==> src/rtl/mfs_pkg.sv <==
package mfs_pkg;

    typedef enum logic {
        RATE_256 = 1'b0,
        RATE_384 = 1'b1
    } rate_e;

    localparam int unsigned DEF_TICKS    = 256;
    localparam int unsigned DEF_STROBES  = 8;
    localparam int unsigned DEF_SYNC     = 2;
    localparam int unsigned DEF_GATE_NUM = 2;
    localparam int unsigned DEF_GATE_DEN = 3;

    function automatic int unsigned width_of(input int unsigned n);
        return (n > 1) ? $clog2(n) : 1;
    endfunction

endpackage

==> src/rtl/mfs_edge_det.sv <==
module mfs_edge_det #(
    parameter int unsigned STAGES = mfs_pkg::DEF_SYNC
) (
    input  logic clk_i,
    input  logic rst_n_i,
    input  logic wclk_i,
    output logic rise_o
);

    typedef struct packed {
        logic [STAGES-1:0] sync;
        logic              prev;
    } state_t;

    state_t state_q, state_d;

    always_comb begin
        state_d         = state_q;
        state_d.sync[0] = wclk_i;
        for (int i = 1; i < int'(STAGES); i++) begin
            state_d.sync[i] = state_q.sync[i-1];
        end
        state_d.prev    = state_q.sync[STAGES-1];
    end

    assign rise_o = state_q.sync[STAGES-1] & ~state_q.prev;

    always_ff @(posedge clk_i or negedge rst_n_i) begin
        if (!rst_n_i) begin
            state_q <= '0;
        end else begin
            state_q <= state_d;
        end
    end

endmodule

==> src/rtl/mfs_rate_gate.sv <==
module mfs_rate_gate #(
    parameter int unsigned NUM = mfs_pkg::DEF_GATE_NUM,
    parameter int unsigned DEN = mfs_pkg::DEF_GATE_DEN
) (
    input  logic clk_i,
    input  logic rst_n_i,
    input  logic gate_i,
    input  logic restart_i,
    output logic due_o,
    output logic tick_o
);

    localparam int unsigned SW   = mfs_pkg::width_of(DEN);
    localparam logic [SW-1:0] LAST = SW'(DEN - 1);
    localparam logic [SW-1:0] PASS = SW'(NUM);

    typedef struct packed {
        logic [SW-1:0] slot;
    } state_t;

    state_t        state_q, state_d;
    logic [SW-1:0] slot_adv;
    logic [SW-1:0] slot_now;

    generate
        if (DEN > 1) begin : g_cycle
            assign slot_adv = (state_q.slot == LAST) ? '0 : state_q.slot + SW'(1);
        end else begin : g_flat
            assign slot_adv = '0;
        end
    endgenerate

    always_comb begin
        state_d      = state_q;
        slot_now     = restart_i ? '0 : slot_adv;
        state_d.slot = slot_now;
    end

    // due: tick the cycle would carry with no restart; tick: what it does carry
    assign due_o  = !gate_i || (slot_adv < PASS);
    assign tick_o = !gate_i || (slot_now < PASS);

    always_ff @(posedge clk_i or negedge rst_n_i) begin
        if (!rst_n_i) begin
            state_q <= '0;
        end else begin
            state_q <= state_d;
        end
    end

endmodule

==> src/rtl/mfs_frame_ctr.sv <==
module mfs_frame_ctr #(
    parameter int unsigned TICKS   = mfs_pkg::DEF_TICKS,
    parameter int unsigned STROBES = mfs_pkg::DEF_STROBES
) (
    input  logic                                  clk_i,
    input  logic                                  rst_n_i,
    input  logic                                  rise_i,
    input  logic                                  due_i,
    input  logic                                  tick_i,
    output logic                                  tick_o,
    output logic                                  frame_o,
    output logic                                  oct_o,
    output logic                                  realign_o,
    output logic [mfs_pkg::width_of(TICKS)-1:0]   phase_o
);

    localparam int unsigned CW   = mfs_pkg::width_of(TICKS);
    localparam int unsigned STEP = TICKS / STROBES;
    localparam logic [CW-1:0] LAST = CW'(TICKS - 1);

    typedef struct packed {
        logic          run;
        logic [CW-1:0] phase;
        logic          tick;
        logic          frame;
        logic          oct;
        logic          realign;
    } state_t;

    state_t state_q, state_d;

    always_comb begin
        state_d         = state_q;
        state_d.tick    = 1'b0;
        state_d.frame   = 1'b0;
        state_d.oct     = 1'b0;
        state_d.realign = 1'b0;
        if (rise_i) begin
            // in phase only if this edge lands on the tick that wraps the count
            state_d.realign = state_q.run && !(due_i && (state_q.phase == LAST));
            state_d.run     = 1'b1;
            state_d.phase   = '0;
            state_d.tick    = 1'b1;
            state_d.frame   = 1'b1;
            state_d.oct     = 1'b1;
        end else if (state_q.run && tick_i) begin
            state_d.phase = (state_q.phase == LAST) ? '0 : state_q.phase + CW'(1);
            state_d.tick  = 1'b1;
            state_d.frame = (state_d.phase == '0);
            state_d.oct   = ((32'(state_d.phase) % STEP) == 0);
        end
    end

    assign tick_o    = state_q.tick;
    assign frame_o   = state_q.frame;
    assign oct_o     = state_q.oct;
    assign realign_o = state_q.realign;
    assign phase_o   = state_q.phase;

    always_ff @(posedge clk_i or negedge rst_n_i) begin
        if (!rst_n_i) begin
            state_q <= '0;
        end else begin
            state_q <= state_d;
        end
    end

endmodule

==> src/rtl/mclk_frame_sync.sv <==
module mclk_frame_sync #(
    parameter int unsigned TICKS_PER_FRAME   = mfs_pkg::DEF_TICKS,
    parameter int unsigned STROBES_PER_FRAME = mfs_pkg::DEF_STROBES,
    parameter int unsigned SYNC_STAGES       = mfs_pkg::DEF_SYNC,
    parameter int unsigned GATE_NUM          = mfs_pkg::DEF_GATE_NUM,
    parameter int unsigned GATE_DEN          = mfs_pkg::DEF_GATE_DEN
) (
    input  logic                                           clk_i,
    input  logic                                           pwr_up_i,
    input  logic                                           rate_sel_i,
    input  logic                                           wclk_i,
    output logic                                           tick_o,
    output logic                                           frame_o,
    output logic                                           oct_o,
    output logic                                           realign_o,
    output logic [mfs_pkg::width_of(TICKS_PER_FRAME)-1:0]  phase_o
);

    localparam int unsigned CNT_W = mfs_pkg::width_of(TICKS_PER_FRAME);
    localparam int unsigned STEP  = TICKS_PER_FRAME / STROBES_PER_FRAME;

    logic rst_n;
    logic gate_on;
    logic rise;
    logic due;
    logic tick_en;

    assign rst_n   = pwr_up_i;
    assign gate_on = (mfs_pkg::rate_e'(rate_sel_i) == mfs_pkg::RATE_384);

    mfs_edge_det #(
        .STAGES (SYNC_STAGES)
    ) u_edge (
        .clk_i   (clk_i),
        .rst_n_i (rst_n),
        .wclk_i  (wclk_i),
        .rise_o  (rise)
    );

    mfs_rate_gate #(
        .NUM (GATE_NUM),
        .DEN (GATE_DEN)
    ) u_gate (
        .clk_i     (clk_i),
        .rst_n_i   (rst_n),
        .gate_i    (gate_on),
        .restart_i (rise),
        .due_o     (due),
        .tick_o    (tick_en)
    );

    mfs_frame_ctr #(
        .TICKS   (TICKS_PER_FRAME),
        .STROBES (STROBES_PER_FRAME)
    ) u_frame (
        .clk_i     (clk_i),
        .rst_n_i   (rst_n),
        .rise_i    (rise),
        .due_i     (due),
        .tick_i    (tick_en),
        .tick_o    (tick_o),
        .frame_o   (frame_o),
        .oct_o     (oct_o),
        .realign_o (realign_o),
        .phase_o   (phase_o)
    );

endmodule

==> config.mk <==
export PLATFORM = sky130hd
export DESIGN_NAME = mclk_frame_sync
export DESIGN_NICKNAME = d
export VERILOG_FILES = /design/src/rtl/mfs_pkg.sv /design/src/rtl/mfs_edge_det.sv /design/src/rtl/mfs_rate_gate.sv /design/src/rtl/mfs_frame_ctr.sv /design/src/rtl/mclk_frame_sync.sv
export SDC_FILE = /design/constraint.sdc
export NUM_CORES = 1
export LEC_CHECK = 0
export ABC_AREA = 1
export BUFFER_PORTS_ARGS = -buffer_cell sky130_fd_sc_hd__buf_2
export CAP_MARGIN = 25
export CELL_PAD_IN_SITES_DETAIL_PLACEMENT = 0
export CELL_PAD_IN_SITES_GLOBAL_PLACEMENT = 2
export CORE_MARGIN = 5
export CORE_UTILIZATION = 34
export DETAILED_ROUTE_END_ITERATION = 10
export PLACE_DENSITY = 0.82
export SLEW_MARGIN = 20
export SYNTH_ARGS = -nofsm -noshare
export SYNTH_HDL_FRONTEND = slang
export SYNTH_HIERARCHICAL = 1
export SYNTH_SLANG_ARGS = --single-unit
==> constraint.sdc <==
create_clock -name clk_i -period 4.13 [get_ports clk_i]
set_input_delay 0.413 -clock clk_i [delete_from_list [all_inputs] [get_ports clk_i]]
set_output_delay 0.413 -clock clk_i [all_outputs]
set_load 0.05 [all_outputs]
### Word-level counts from Yosys, hierarchy flattened

Cells that the tools add are included.

* flip-flop bits (word level): 18
* input port bits: 4
* output and inout port bits: 12
* logic and storage cells: 33

* $add $sub $neg: 2
* order comparisons: 2
* eq/ne operators: 2
* muxes and demuxes: 6
* bitwise gates (word level): 2
* reduce and logical (&&, ||, !) cells: 10

Operators with widths (count)
* $logic_not 32->1: 1
* $mux 11: 2
* $add 8x1->8 const B: 1
* $eq 8x8->1 const B: 1
* $logic_not 8->1: 1
* $mux 8: 1
* $lt 2x2->1 const B: 2
* $mux 2: 2
* $logic_and 1x1->1: 3
* $add 2x1->2 const B: 1
* $eq 2x2->1 const B: 1
* $logic_not 1->1: 2
* $logic_or 1x1->1: 2
* $reduce_bool 2->1: 1
* $and 1x1->1: 1
* $mux 1: 1
* $not 1->1: 1

### Longest topological paths before layout

Gate-level depths: netlist of the first run.

* word-level depth: 8
* gate-level depth with buffers: 10
* gate-level depth less buffers: 10

### Modules after synthesis

Netlist of the first run, hierarchy kept.

By module, submodules not included
* mfs_frame_ctr: instances 1, cells an instance 92, area each 735.7 um^2, sequential area each 325.3 um^2
* mfs_rate_gate: instances 1, cells an instance 11, area each 86.3 um^2, sequential area each 50.0 um^2
* mfs_edge_det: instances 1, cells an instance 5, area each 85.1 um^2, sequential area each 75.1 um^2

### Worst setup path after synthesis of the first run

OpenSTA, ideal clock, no wires.

* path kind: register -> register
* start: register u_edge/state_q[0] (netlist bit)
* end: register u_frame.state_q, in the netlist u_frame/phase_o[2]
* library setup time: 95 ps
* arrival time: 1217 ps
* data required time: 4035 ps
* setup slack: 2818 ps
* cell stages (with the launch flop): 8
* buffers on the path: 0
* cells stage by stage: dfrtp_1 nor2_2 nor2_1 nand3_1 nand2_1 nor2_2 inv_1 o31ai_1

* word-level cells in the longest chain between the ends: 7
* elaborated cells between the ends (all ways): 8
* classes of those cells: order compare: 1; mux: 2; bitwise: 2; reduce/logical: 3

Ends and longest elaborated chain
* start: declaration: RTL line mfs_edge_det.sv:15 `state_t state_q, state_d;`
* start signal: assignment: RTL line mfs_edge_det.sv:32 `state_q <= state_d;`
* $not 1->1: RTL line mfs_edge_det.sv:26 `assign rise_o = state_q.sync[STAGES-1] & ~state_q.prev;`
* $and 1x1->1: RTL line mfs_edge_det.sv:26
* named net rise: RTL line mclk_frame_sync.sv:24 `logic rise;`
* $mux 2: RTL line mfs_rate_gate.sv:35 `slot_now = restart_i ? '0 : slot_adv;`
* $lt 2x2->1: RTL line mfs_rate_gate.sv:41 `assign tick_o = !gate_i || (slot_now < PASS);`
* $logic_or 1x1->1: RTL line mfs_rate_gate.sv:41
* named net tick_en: RTL line mclk_frame_sync.sv:26 `logic tick_en;`
* $logic_and 1x1->1: RTL line mfs_frame_ctr.sv:46 `end else if (state_q.run && tick_i) begin`
* $reduce_bool 2->1 (no line)
* end signal: assignment: RTL line mfs_frame_ctr.sv:64 `state_q <= state_d;`
* end: declaration: RTL line mfs_frame_ctr.sv:30 `state_t state_q, state_d;`

The timed path passes the listed nets, and every way through them passes these cells.
A chain may end at the register's enable or synchronous reset.

### Worst setup path in the final report of the first run

Same ends and word-level chain as after synthesis.

==> results.yml, run 1 <==
place:
  dp_cells: 145
  place_hpwl_um: 1385
  port_buffers: 15
  gp_congestion: 0.8113
  pre_cts_ws_ns: 2.615
setup_path:
  cp_data_arrival_time_ns: 1.74
  start_kind: "register"
  rrSetupSlack_ns: 2.59
  path_depth: 7
  crit_path_frequent_cell: "nor2_2"
  worst-path-buf-inv: 1
  crit_chain: "nor2_2, nor2_1, nand3_1, nand2_1, nor2_2, inv_1, o31ai_1"
  r2r_start: "u_edge/state_q[0]"
  crit_type: "register to register"
  crit_path_end: "u_frame/phase_o[2]"
  end_kind: "register"
  critPathSlowestCell: "dfrtp_1"
  r2r_cells: 7
  crit_fanout: 7
  worstReg2RegEnd: "u_frame/phase_o[2]"
  cp_data_required_time_ns: 4.34
  cpLargestDelayFamily: "simple AND/OR/NAND/NOR gates"
  max_stage_delay_ns: 0.38
  crit_path_start: "u_edge/state_q[0]"
clock_network:
  clock_latency_ns: 0.29
  ctsResizeCount: 0
  cts_buffers: 3
  path_clk_slew_ns: 0.10
  cts_tree: "done"
  hold_buffers: 0
  clk_path_buf_depth: 2
  clock_tree.root_cell: "clkbuf_4"
  htree_num_levels: 1
  cts_setup_buffers: 0
  cts_num_sinks: 18
cells_and_area:
  drive_gt1_share_pct: 26.05
  n_antenna_cell: 0
  nets: 125
  final_common_cell: "nand2_1"
  final_core_utilization_pct: 39.48
  final_cells: 149
  synthToLayoutAreaGrowth_pct: 9.793
  final_cell_mix: "nand2_1, dfrtp_1, buf_2, inv_1, nand3_1"
floorplan:
  die_h_um: 61.65
  coreArea_mm2: 0.002522
  rows: 18
  start_util_pct: 35.96
  io_pins: 16
  die-width_um: 61.65
  dieArea_mm2: 0.003801
timing:
  fmax_mhz: 649.8
  post-route-min-period_ns: 1.539
  worst_slack_ns: 2.591
  max-slew-margin-rel_pct: 72.99
  final-setup-viol-count: 0
  worst_pin_slew_ns: 0.4052
  fin_setup_tns_ns: 0
  timing.final.crit_share_pct: 37.26
  skew_ns: 0.004026
  rsz0062_at_grt: "false"
  slew_violations: 0
  finalHoldViolations: 0
synthesis:
  yosys-top-cells-area: "dfrtp_1, nand2_1, nand3_1"
  synth.avg_cell_area_um2: 8.399
  ys_seq_elements: 18
  synthDistinctLibCells: 21
  syn_area_um2: 907.1
  synth_top_area_share_pct: 49.66
  yosys.area.top_type: "dfrtp_1"
  synth_seq_area_share_pct: 49.66
  yosys_warnings: 6
  syn_nets: 113
  syn_inst: 108
route:
  wl_per_cell_um: 11.83
  viasPerCell: 4.758
  ant_nets: 0
  drc_errors: 0
  vias: 709
  routed_wl_um: 1762
  first_iter_violations: 29
  dr.pass1.iters: 4
global_route:
  grt_use_met3_pct: 3.145
  gr-usage-met2_pct: 16.89
  grt_overflow: 0
  antenna_found_initial: 0
  met1_usage_pct: 15.10
  grt_start_max_net_pins: 19
  grt_pass1_wl_um: 3105
  track_usage_pct: 11.19
  grt_pass1_vias: 714
  grt.busiest_layer: "met2"
pwr:
  internal-power_w: 0.0003152
  p_sw_w: 0.0002466
  clkPwrFrac_pct: 19.0
  p_sw_share_pct: 43.90
  leakagePower_nw: 0.5032
  power.total_w: 0.0005618
  p_seq_share_pct: 43.5
  peakVddDrop_uv: 224.1
  combPwrFrac_pct: 37.5
  power_density_mw_per_mm2: 564.1
min_path:
  hold_path.class: "input pin to asynchronous set/reset pin"
run_status:
  status: "complete, no violations"
flow_run:
  max_cap_violations: 0
==> through the flow <==
step	hold WS [ns]	area, µm²
2_1_floorplan	0.1174	907.1
3_3_place_gp	0.3444	959.7
3_5_place_dp	0.3404	959.7
4_1_cts	0.03917	996.0
5_1_grt	0.05691	996.0
6_report	0.03674	996.0
==> layer usage <==
| layer | vias to the layer above | share of wire (%) |
|---|---|---|
| met5 | - | 0 |
| met4 | 0 | 1.0 |
| met3 | 2 | 6.9 |
| met2 | 16 | 46 |
| met1 | 330 | 46 |
| li1 | 361 | - |
==> flip-flops by register name, summed over array words and instances, names as in the netlist <==
register	count
u_frame/state_q	1
u_frame/oct_o	1
u_edge/state_q	1
u_gate/state_q	2
u_frame/tick_o	1
u_edge/state_d	2
u_frame/phase_o	8
u_frame/realign_o	1
u_frame/frame_o	1
==> final cells by class <==
class                      count  area, µm²
fill                         264       1526
sequential                    18      450.4
multi-input combinational     66      336.6
timing repair buffer          15      75.07
inverter                      16      60.06
tap                           30      37.54
clock buffer                   4      36.28
==> Yosys cell counts <==
master,count
o21ai_1,4
or2_0,1
dfrtp_1,18
inv_2,1
a21oi_1,1
o31ai_1,1
nand3_2,1
nand4_1,1
a21oi_2,1
ha_1,1
buf_4,8
nor2_4,1
nor2_1,6
nand2_1,21
o21ai_0,4
nor2_2,4
nand2_2,3
o22ai_1,2
inv_1,15
or2_2,1
nand3_1,13
==> worst register-to-register path, delay by kind of cell, from the launching register on <==
family	cells	cell delay, ns
AO/OA/AOI/OAI	1	0.20
buffers and inverters	1	0.12
AND/OR/NAND/NOR	5	0.77
flip-flops	1	0.38
==> cells by family (layout without fill, tap and decap cells) <==
kind of cell               count (synthesis)  after routing  share of synthesized area, %
and+or+nand+nor                           52             52                         27.59
buffers and inverters                     24             35                         13.24
AOI/OAI and AO/OA                         13             13                         8.138
DFF                                       18             18                         49.65
adders and majority gates                  1              1                         1.379
==> worst min-delay path by stage <==
| stage | slack, ns | endpoint | depth (start not counted) |
|---|---|---|---|
| 5_1_grt | 0.06 | u_gate/state_q[0] | 1 |
| 2_1_floorplan | 0.12 | u_edge/state_d[0] | 0 |
| 4_1_cts | 0.04 | u_frame/phase_o[5] | 1 |
| 3_3_place_gp | 0.34 | u_edge/state_d[0] | 0 |
| 3_5_place_dp | 0.34 | u_edge/state_d[0] | 0 |
| 6_report | 0.04 | u_frame/phase_o[1] | 1 |
==> power by group through the flow <==
stage	Clock, W	Combinational [W]	Sequential, W
after floorplan	0	0.000176	0.000258
after global placement	0	0.000216	0.000249
after detailed placement	0	0.000214	0.000249
after CTS	0.000113	0.000214	0.000245
after global routing	0.000120	0.000234	0.000249
final	0.000107	0.000211	0.000244
(Power assumes the default switching activity.)
==> run 2, diff against run 1 <==
--- a/config.mk
+++ b/config.mk
@@ -11,9 +11,9 @@
 export CELL_PAD_IN_SITES_DETAIL_PLACEMENT = 0
 export CELL_PAD_IN_SITES_GLOBAL_PLACEMENT = 2
 export CORE_MARGIN = 5
-export CORE_UTILIZATION = 34
+export CORE_UTILIZATION = 28
 export DETAILED_ROUTE_END_ITERATION = 10
-export PLACE_DENSITY = 0.82
+export PLACE_DENSITY = 0.73
 export SLEW_MARGIN = 20
 export SYNTH_ARGS = -nofsm -noshare
 export SYNTH_HDL_FRONTEND = slang
==> constraint.sdc (replaced) <==
create_clock -name clk_i -period 1.3 [get_ports clk_i]
set_input_delay 0.13 -clock clk_i [delete_from_list [all_inputs] [get_ports clk_i]]
set_output_delay 0.13 -clock clk_i [all_outputs]
set_load 0.05 [all_outputs]
==> results.yml, run 2 (synthesized netlist as in run 1, its figures left out) <==
setup_path:
  crit_fanout: 6
  critPathSlowestCell: "dfrtp_1"
  start_kind: "register"
  end_kind: "register"
  cp_data_required_time_ns: 1.47
  crit_type: "register to register"
  cp_data_arrival_time_ns: 1.50
  max_stage_delay_ns: 0.43
  r2r_start: "u_frame/phase_o[1]"
  cpLargestDelayFamily: "simple AND/OR/NAND/NOR gates"
  worst-path-buf-inv: 0
  crit_path_start: "u_frame/phase_o[1]"
  crit_path_frequent_cell: "nand2_2"
  crit_chain: "ha_4, nand2_4, nor2_4, nand2_2, nand3_2, nand2_2, nor2_2, nand3_1, nand2_1"
cells_and_area:
  final_core_utilization_pct: 38.13
  fillers: 324
  final_cell_mix: "dfrtp_1, nand2_1, buf_2"
  final_cells: 175
  drive_gt1_share_pct: 40.46
  n_antenna_cell: 0
  largest_reg_flops: 8
  synthToLayoutAreaGrowth_pct: 29.38
  nets: 137
floorplan:
  die_h_um: 66.92
  io_pins: 16
  die-width_um: 66.92
  start_util_pct: 29.47
  dieArea_mm2: 0.004478
  rows: 20
  coreArea_mm2: 0.003078
flow_run:
  max_cap_violations: 0
run_status:
  failed_checks: "negative setup slack"
  status: "finished, violations left"
clock_network:
  clock_tree.root_cell: "clkbuf_4"
  cts_num_sinks: 18
  cts_buffers: 3
  cts_tree: "done"
  path_clk_slew_ns: 0.11
  clock_latency_ns: 0.29
  htree_num_levels: 1
  clk_path_buf_depth: 2
timing:
  max-slew-margin-rel_pct: 73.46
  skew_ns: 0.01021
  rsz0062_at_grt: "true"
  slew_violations: 0
  post-route-min-period_ns: 1.322
  finalHoldViolations: 0
  worst_slack_ns: -0.02189
  worst_pin_slew_ns: 0.3981
  timing.final.crit_share_pct: 101.7
  fmax_mhz: 756.5
  final-setup-viol-count: 1
global_route:
  grt_pass1_wl_um: 3194
  antenna_found_initial: 0
  track_usage_pct: 9.453
  grt_pass1_vias: 738
  grt_start_max_net_pins: 19
  grt_overflow: 0
route:
  routed_wl_um: 1903
  vias: 738
  first_iter_violations: 19
  viasPerCell: 4.217
  ant_nets: 0
  wl_per_cell_um: 10.87
  dr.pass1.iters: 2
  drc_errors: 0
min_path:
  hold_path.class: "input pin to register"
  min_from: "rate_sel_i"
pwr:
  peakVddDrop_uv: 503.1
  leakagePower_nw: 0.5772
  power_density_mw_per_mm2: 1691
place:
  dp_cells: 167
  port_buffers: 15
  place_hpwl_um: 1471
  gp_congestion: 0.7534
run 2: cell types whose count changed in the layout (fill, tap and decap cells not counted), sizes merged:
| cell | delta |
|---|---|
| dlygate4sd3 | +2 |
| buf | +10 |
run 2: worst paths after layout:
kind | to | slack [ns] | cells past startpoint
worst max-delay path | u_frame/frame_o | -0.02 | 9
worst min-delay path | u_frame/realign_o | 0.24 | 5
worst max register to register | u_frame/frame_o | -0.02 | 9
worst min register to register | u_edge/state_d[0] | 0.36 | 0
max in group asynchronous | u_frame/phase_o[6] | 0.72 | 2
min in group asynchronous | u_frame/realign_o | 0.29 | 2
run 2: through the flow:
step / setup TNS (ns) / total power (W) / hold slack (ns) / setup slack, ns / area (µm²)
6_report: -0.02189 / 0.001985 / 0.2360 / -0.02189 / 1174
5_1_grt: -0.2300 / 0.002115 / 0.2568 / -0.1002 / 1174
4_1_cts: -0.01734 / 0.001921 / 0.2298 / -0.01734 / 1111
3_5_place_dp: -0.06507 / 0.001549 / 0.08817 / -0.04059 / 1042
3_3_place_gp: -0.05716 / 0.001556 / 0.07938 / -0.05716 / 1042
2_1_floorplan: 0 / 0.001380 / -0.1656 / 0.02621 / 912.1
run 2: where the power goes:
| part | switching, W | internal (W) |
|---|---|---|
| sequential | 0.000105 | 0.000665 |
| clock | 0.000167 | 0.000170 |
| combinational | 0.000596 | 0.000282 |
run 2: timing repair:
item                       4_1_cts  5_1_grt
pin swaps                        2        4
setup buffers                    0        2
setup endpoints to repair        5        8
hold endpoints to repair        19        0
resized for setup                4       15
hold buffers                     2        0
run 2: layout make-up:
cell class / instances / area (µm²) / share of cell area, %
Sequential cell: 18 / 450.4 / 38.38
Multi-Input combinational cell: 66 / 397.9 / 33.90
Timing Repair Buffer: 27 / 173.9 / 14.82
Inverter: 16 / 60.06 / 5.117
Tap cell: 44 / 55.05 / 4.691
Clock buffer: 4 / 36.28 / 3.092
run 2: worst reg2reg max path, cell delays in order (launching register included):
cell and delay, ns:
dfrtp_1 0.43, ha_4 0.18, nand2_4 0.11, nor2_4 0.05, nand2_2 0.10, nand3_2 0.09, nand2_2 0.10, nor2_2 0.03
nand3_1 0.07, nand2_1 0.06
run 2: metal layers:
| layer | part of all wire [%] | global-route usage (%) | wire (µm) |
|---|---|---|---|
| met5 | 0 | 0 | 0 |
| met4 | 0.89 | 3.038 | 17 |
| met3 | 2.8 | 2.024 | 54 |
| met2 | 50 | 16.83 | 945 |
| met1 | 47 | 11.17 | 885 |
==> run 3, diff against run 2 <==
--- a/config.mk
+++ b/config.mk
@@ -13,7 +13,7 @@
 export CORE_MARGIN = 5
 export CORE_UTILIZATION = 28
 export DETAILED_ROUTE_END_ITERATION = 10
-export PLACE_DENSITY = 0.73
+export PLACE_DENSITY_LB_ADDON = 0.25
 export SLEW_MARGIN = 20
 export SYNTH_ARGS = -nofsm -noshare
 export SYNTH_HDL_FRONTEND = slang
==> results.yml, run 3 (synthesized netlist as in run 1, its figures left out) <==
place:
  port_buffers: 15
  place_hpwl_um: 1522
  gp_congestion: 0.7744
  dp_cells: 168
global_route:
  grt.busiest_layer: "met2"
  grt_start_max_net_pins: 19
  grt_pass1_wl_um: 3325
  grt_overflow: 0
  gr-usage-met2_pct: 15.84
  met1_usage_pct: 12.38
  track_usage_pct: 10.22
  grt_pass1_vias: 734
  antenna_found_initial: 0
  grt_use_met3_pct: 3.035
cells_and_area:
  final_cell_mix: "dfrtp_1, nand2_1, buf_2, inv_1, nand3_1"
  synthToLayoutAreaGrowth_pct: 29.10
  final_core_utilization_pct: 38.05
  nets: 139
  final_cells: 176
  largest_reg_flops: 8
  n_antenna_cell: 0
  drive_gt1_share_pct: 38.64
setup_path:
  crit_fanout: 6
  r2r_start: "u_frame/phase_o[1]"
  cp_data_arrival_time_ns: 1.53
  worst-path-buf-inv: 0
  crit_path_start: "u_frame/phase_o[1]"
  end_kind: "register"
  critPathSlowestCell: "dfrtp_1"
  crit_chain: "ha_4, nand2_4, o21ai_1, nand3_1, nor2_2, nand3_1, nand2_1"
  start_kind: "register"
  crit_type: "register to register"
  max_stage_delay_ns: 0.40
  cpLargestDelayFamily: "simple AND/OR/NAND/NOR gates"
  crit_path_frequent_cell: "nand3_1"
  cp_data_required_time_ns: 1.53
pwr:
  p_sw_w: 0.0008546
  power_density_mw_per_mm2: 1649
  combPwrFrac_pct: 45.9
  p_sw_share_pct: 44.24
  peakVddDrop_uv: 490.3
  internal-power_w: 0.001077
  p_seq_share_pct: 39.9
  clkPwrFrac_pct: 14.2
  leakagePower_nw: 0.5813
timing:
  fmax_mhz: 769.1
  worst_pin_slew_ns: 0.4111
  skew_ns: 0.003970
  fin_setup_tns_ns: -0.0001822
  rsz0062_at_grt: "true"
  final-setup-viol-count: 1
  post-route-min-period_ns: 1.300
  max-slew-margin-rel_pct: 72.59
  slew_violations: 0
  finalHoldViolations: 0
  timing.final.crit_share_pct: 100.0
  worst_slack_ns: -0.0001822
min_path:
  min_from: "rate_sel_i"
  hold_path.class: "input pin to register"
clock_network:
  htree_num_levels: 1
  cts_num_sinks: 18
  path_clk_slew_ns: 0.10
  cts_tree: "done"
  clk_path_buf_depth: 2
  cts_buffers: 3
  clock_latency_ns: 0.29
  clock_tree.root_cell: "clkbuf_4"
route:
  dr.pass1.iters: 4
  ant_nets: 0
  wl_per_cell_um: 11.33
  viasPerCell: 4.301
  vias: 757
  drc_errors: 0
  routed_wl_um: 1994
  first_iter_violations: 25
floorplan:
  start_util_pct: 29.47
  coreArea_mm2: 0.003078
  rows: 20
  die_h_um: 66.92
  dieArea_mm2: 0.004478
  die-width_um: 66.92
  io_pins: 16
flow_run:
  max_cap_violations: 0
run_status:
  status: "finished, violations left"
  failed_checks: "negative setup slack"
==> run 3: layout make-up <==
type / instances / area, µm²
fill: 342 / 1907
sequential: 18 / 450.4
multi-input combinational: 66 / 391.6
timing repair buffer: 29 / 191.4
inverter: 16 / 60.06
tap: 44 / 55.05
clock buffer: 3 / 22.52
==> run 3: worst min-delay path, cell delays in order <==
cell     delay (ns)
buf_2          0.11
nand3_1        0.08
nand3_1        0.08
nand3_1        0.07
inv_1          0.04
==> run 3: repair_timing <==
action,4_1_cts,5_1_grt
buffers inserted,3,0
endpoints found under the setup margin,2,11
gates resized for setup,5,11
endpoints found under the hold margin,19,0
hold buffers,2,0
pin swaps,3,3
==> run 3: final timing paths <==
path | endpoint | slack (ns) | depth (start not counted)
setup / recovery | u_frame/frame_o | -0.0002 | 7
hold / removal | u_frame/realign_o | 0.24 | 5
setup reg to reg | u_frame/frame_o | -0.0002 | 7
hold reg to reg | u_edge/state_d[0] | 0.36 | 0
max in group asynchronous | u_frame/state_q[12] | 0.71 | 2
min in group asynchronous | u_frame/phase_o[5] | 0.31 | 2
==> run 3: power groups by stage <==
stage	Clock, W	Sequential, W	Combinational, W
finish	0.000274	0.000770	0.000887
global route	0.000325	0.000794	0.000971
CTS	0.000293	0.000772	0.000844
detailed placement	0	0.000765	0.000780
global placement	0	0.000762	0.000792
floorplan	0	0.000820	0.000560
==> run 3: metrics by stage <==
stage	area (µm²)	total power (W)	setup slack [ns]	hold slack (ns)
3_5_place_dp	1050	0.001545	-0.06554	0.08720
2_1_floorplan	912.1	0.001380	0.02621	-0.1656
5_1_grt	1171	0.002090	-0.1152	0.2454
6_report	1171	0.001932	-0.0001822	0.2425
4_1_cts	1140	0.001909	-0.01795	0.2324
3_3_place_gp	1050	0.001554	-0.05672	0.08540
==> run 3: layer usage <==
metal	up-vias	share of wire, %
li1	389	-
met2	19	46
met4	0	2.2
met5	-	0
met3	4	4.7
met1	345	47
